### src/rtl/usb_irq_regs.sv
module usb_irq_regs #(
  parameter int unsigned ADDR_W  = 8,
  parameter logic [ADDR_W-1:0] STS_OFF = 8'h0C,
  parameter logic [ADDR_W-1:0] ENA_OFF = 8'h10,
  parameter logic [ADDR_W-1:0] DIS_OFF = 8'h14
) (
  input  logic              clk,
  input  logic              rst_n,
  input  logic              bus_wr,
  input  logic [ADDR_W-1:0] bus_addr,
  input  logic [31:0]       bus_wdata,
  output logic [31:0]       bus_rdata,
  input  logic [7:0]        hw_evt,
  output logic              irq_o
);

  localparam logic [31:0] STS_MASK = 32'h4000_007F;
  localparam logic [31:0] ENA_MASK = 32'hC000_007F;

  logic [31:0] sts, ena, ev_bits;
  logic        wr_sts, wr_ena, wr_dis;

  assign ev_bits = {1'b0, hw_evt[7], 23'd0, hw_evt[6:0]};
  assign wr_sts  = bus_wr && (bus_addr == STS_OFF);
  assign wr_ena  = bus_wr && (bus_addr == ENA_OFF);
  assign wr_dis  = bus_wr && (bus_addr == DIS_OFF);

  // events are ORed in after the clear, so an event in the same cycle wins
  always_ff @(posedge clk or negedge rst_n) begin
    if (!rst_n) sts <= '0;
    else        sts <= ((sts & ~(wr_sts ? bus_wdata : 32'd0)) | ev_bits) & STS_MASK;
  end

  always_ff @(posedge clk or negedge rst_n) begin
    if (!rst_n)      ena <= '0;
    else if (wr_ena) ena <= ena | (bus_wdata & ENA_MASK);
    else if (wr_dis) ena <= ena & ~bus_wdata;
  end

  always_comb begin
    unique case (bus_addr)
      STS_OFF:          bus_rdata = sts;
      ENA_OFF, DIS_OFF: bus_rdata = ena;
      default:          bus_rdata = '0;
    endcase
  end

  assign irq_o = ena[31] && |(sts & ena & STS_MASK);


  evt_sets_chk: assert property (@(posedge clk) disable iff (!rst_n)
    (|hw_evt) |=> ((sts & $past(ev_bits)) == $past(ev_bits)));


  w1c_clears_chk: assert property (@(posedge clk) disable iff (!rst_n)
    wr_sts |=> ((sts & $past(bus_wdata & ~ev_bits)) == 32'd0));


  ena_set_chk: assert property (@(posedge clk) disable iff (!rst_n)
    wr_ena |=> ((ena & $past(bus_wdata & ENA_MASK)) == $past(bus_wdata & ENA_MASK)));


  ena_clr_chk: assert property (@(posedge clk) disable iff (!rst_n)
    wr_dis |=> ((ena & $past(bus_wdata)) == 32'd0));


  ena_hold_chk: assert property (@(posedge clk) disable iff (!rst_n)
    !(wr_ena || wr_dis) |=> $stable(ena));


  reserved_zero_chk: assert property (@(posedge clk) disable iff (!rst_n)
    ((sts & ~STS_MASK) == 32'd0) && ((ena & ~ENA_MASK) == 32'd0));


  master_gate_chk: assert property (@(posedge clk) disable iff (!rst_n)
    !ena[31] |-> !irq_o);

endmodule

### config.mk
export PLATFORM = sky130hd
export DESIGN_NAME = usb_irq_regs
export DESIGN_NICKNAME = d
export VERILOG_FILES = /design/src/rtl/usb_irq_regs.sv
export SDC_FILE = /design/constraint.sdc
export NUM_CORES = 1
export LEC_CHECK = 0
export BUFFER_PORTS_ARGS = -buffer_cell sky130_fd_sc_hd__buf_2
export CAP_MARGIN = 0
export CORE_MARGIN = 3
export CORE_UTILIZATION = 45
export CTS_CLUSTER_DIAMETER = 40
export CTS_CLUSTER_SIZE = 12
export DETAILED_ROUTE_END_ITERATION = 10
export PLACE_DENSITY = 0.86
export SYNTH_ARGS = -nofsm -noshare
export SYNTH_HDL_FRONTEND = slang
export SYNTH_SLANG_ARGS = --single-unit
### constraint.sdc
create_clock -name clk -period 1.7 [get_ports clk]
set_input_delay 0.085 -clock clk [delete_from_list [all_inputs] [get_ports clk]]
set_output_delay 0.085 -clock clk [all_outputs]
set_load 0.005 [all_outputs]
==> metrics.csv <==
metric,value,unit
status,"finished, final reports clean",
root_buffer,sky130_fd_sc_hd__clkbuf_8,
endpoint_kind,output port,
antenna_left,0,
power.static_leakage,1.472,nW
clock-skew-final,0,ns
finish.net_count,350,
initial_antenna_violation_count,0,
clock_tree_from_tritoncts,done,
setup_total_negative_slack,0,ns
row_count,23,
power-per-cell-area,641.7,nW/um2
drt_iter0_drc,165,
final_min_period_over_clock_period,0.8556,
worst-slew-pin-transition,0.5788,ns
synth_top_area_frac,0.5006,
critical_path.slowest_cell,sky130_fd_sc_hd__or2_2,
worst-endpoint-required,1.62,ns
horizontal_die_dimension,72.66,um
areaGrowthSynthToFinish,43.12,%
synth_cells,183,
slew-limit-headroom,0.6125,
synth.ff_latch_count,40,
syn_area_per_cell,10.93,um2
holdCritPathClass,in2reg,
estimated_wirelength_of_the_detail_placed_design,3615,um
synth_cell_types,25,
place_congestion,0.8335,
ctsHtreeMaxLevel,2,
worst_setup_path_start_kind,input pin,
buffer_ports.inserted,83,
clock-sinks,40,
detail_route.drc_violations,0,
vias_per_cell,5.297,
max_cap_violations,0,
final-max-slew-violation-count,0,
grt_first_pass_wirelength,9349,um
cts_max_path_buffers,2,
tritoncts.num_buffers,5,
vdd_drop_max,0.0003656,V
route.detailed.wl_per_inst,15.80,um
synth_largest_area_cell,sky130_fd_sc_hd__dfrtp_1,
postRouteWirelength,5530,um
synth.top_cells.by_area,"sky130_fd_sc_hd__dfrtp_1 (50%), sky130_fd_sc_hd__a21boi_1 (8.6%), sky130_fd_sc_hd__and2_1 (7.2%)",
dieHeight,72.66,um
number_of_global_route_vias_before_repair,1985,
cp_max_fo,23,
core_area,4144,um2
path_class,in2out,
worst_path_most_repeated_cell,sky130_fd_sc_hd__buf_2,
grt_util_all_layers,0.2300,
fp.dieArea,5279,um2
final_period_minus_worst_setup_slack,1.455,ns
number_of_nets_produced_by_synthesis,234,
number_of_hold_violations_in_the_final_report,0,
io_pins,84,
buffer_count_from_post_cts_setup_fixing,0,
insertedDiodeCount,0,
synthesis.area,1999,um2
starting_density_of_the_core,0.4825,
rsz_0062_raised_after_global_routing,no,
final_number_of_setup_violating_endpoints,0,
finalNonFillerCells,350,
timing.fmax,687.5,MHz
commonest_cells_after_routing_fill_and_taps_aside,"sky130_fd_sc_hd__buf_2 (83), sky130_fd_sc_hd__dfrtp_1 (40), sky130_fd_sc_hd__dlygate4sd3_1 (32)",
cp_slowest_stage_delay,0.41,ns
post_route_cells_drive_above_1_share,0.3500,
grt_max_degree,41,
reg_clk_slew_reported_paths,0.08,ns
clkLatencyLatePin,0.28,ns
detailedRoute.firstPassIterationCount,4,
fin_total_pwr,1.836,mW
placed_instances,310,
grt_overflow,0,
crit_arrival,1.37,ns
num_vias,1854,
whs,0.08258,ns
crit_chain,buf_2 -> or2_2 -> nor3_4 -> buf_4 -> and2_1 -> buf_2,
layout.cells.most_common,sky130_fd_sc_hd__buf_2,
ys_seq_area_frac,0.5006,
yosys_warnings,0,
## area by class of cell
cell class                      count  area [um2]
Tap cell                           50       62.56
Fill cell                         325        1282
Multi-Input combinational cell    121       870.8
Inverter                            9       33.78
Sequential cell                    40        1001
Clock buffer                        6       82.58
Clock inverter                      2       10.01
Timing Repair Buffer              122       800.8
## metrics by stage
| stage | utilization | cell area (um2) | setup WS [ns] |
|---|---|---|---|
| 2_1_floorplan | - | 1999 | 0.5988 |
| 3_3_place_gp | 0.5909 | 2449 | 0.3172 |
| 3_5_place_dp | 0.5909 | 2449 | 0.2541 |
| 4_1_cts | 0.6905 | 2861 | 0.2550 |
| 5_1_grt | 0.6905 | 2861 | 0.1723 |
| 6_report | 0.6905 | 2861 | 0.2454 |
## final timing paths
path / from / to / slack, ns / depth (start not counted)
max: bus_addr[1] / bus_rdata[10] / 0.25 / 6
min: bus_wdata[1] / register / 0.08 / 3
max reg2reg: sts[2] / sts[2] / 1.02 / 1
min reg2reg: sts[30] / sts[30] / 0.52 / 1
max in group asynchronous: rst_n / async pin / 0.93 / 3
min in group asynchronous: rst_n / ena[28] / 0.42 / 3
## power breakdown
part / switching, mW / internal, mW
clock network: 0.319 / 0.324
registers: 0.00758 / 0.961
logic: 0.104 / 0.120
## routing by layer
layer | up-vias | share of wire | global-route usage
li1 | 886 | - | -
met1 | 879 | 0.39 | 0.2766
met2 | 70 | 0.51 | 0.3878
met3 | 19 | 0.056 | 0.03994
met4 | 0 | 0.041 | 0.1291
met5 | - | 0 | 0
## worst max-delay path: cells and delay by family
family | cells | cell delay [ns]
and+or+nand+nor | 3 | 0.79
buffers and inverters | 3 | 0.49
## logic make-up after synthesis
logic type,synth area share
compound gates,0.1558
buf+inv,0.06382
flops,0.5006
mux,0.04506
simple gates,0.2347
## what timing repair did
action,4_1_cts,5_1_grt
hold buffers,32,0
gates resized for setup,0,0
setup endpoints to repair,0,0
hold endpoints to repair,71,0
## Yosys cell counts
library cell               count
sky130_fd_sc_hd__buf_6         5
sky130_fd_sc_hd__nor4_1        1
sky130_fd_sc_hd__nand2b_1      1
sky130_fd_sc_hd__nor2b_1       2
sky130_fd_sc_hd__dfrtp_1      40
sky130_fd_sc_hd__nand4_1      16
sky130_fd_sc_hd__a41oi_1       1
sky130_fd_sc_hd__buf_2         6
sky130_fd_sc_hd__or3_4         1
sky130_fd_sc_hd__and3_4        1
sky130_fd_sc_hd__and2_1       23
sky130_fd_sc_hd__clkbuf_1      1
sky130_fd_sc_hd__a21oi_1       8
sky130_fd_sc_hd__nand3_1      17
sky130_fd_sc_hd__mux2i_1       9
sky130_fd_sc_hd__a21o_1        8
sky130_fd_sc_hd__buf_1         1
sky130_fd_sc_hd__nor4b_4       2
sky130_fd_sc_hd__and4bb_1      1
sky130_fd_sc_hd__or2_2         1
sky130_fd_sc_hd__inv_1         9
sky130_fd_sc_hd__a22oi_1       4
sky130_fd_sc_hd__nor3_4        1
sky130_fd_sc_hd__a21boi_1     23
sky130_fd_sc_hd__nor3_2        1
Power figures use the tool's default switching activity.
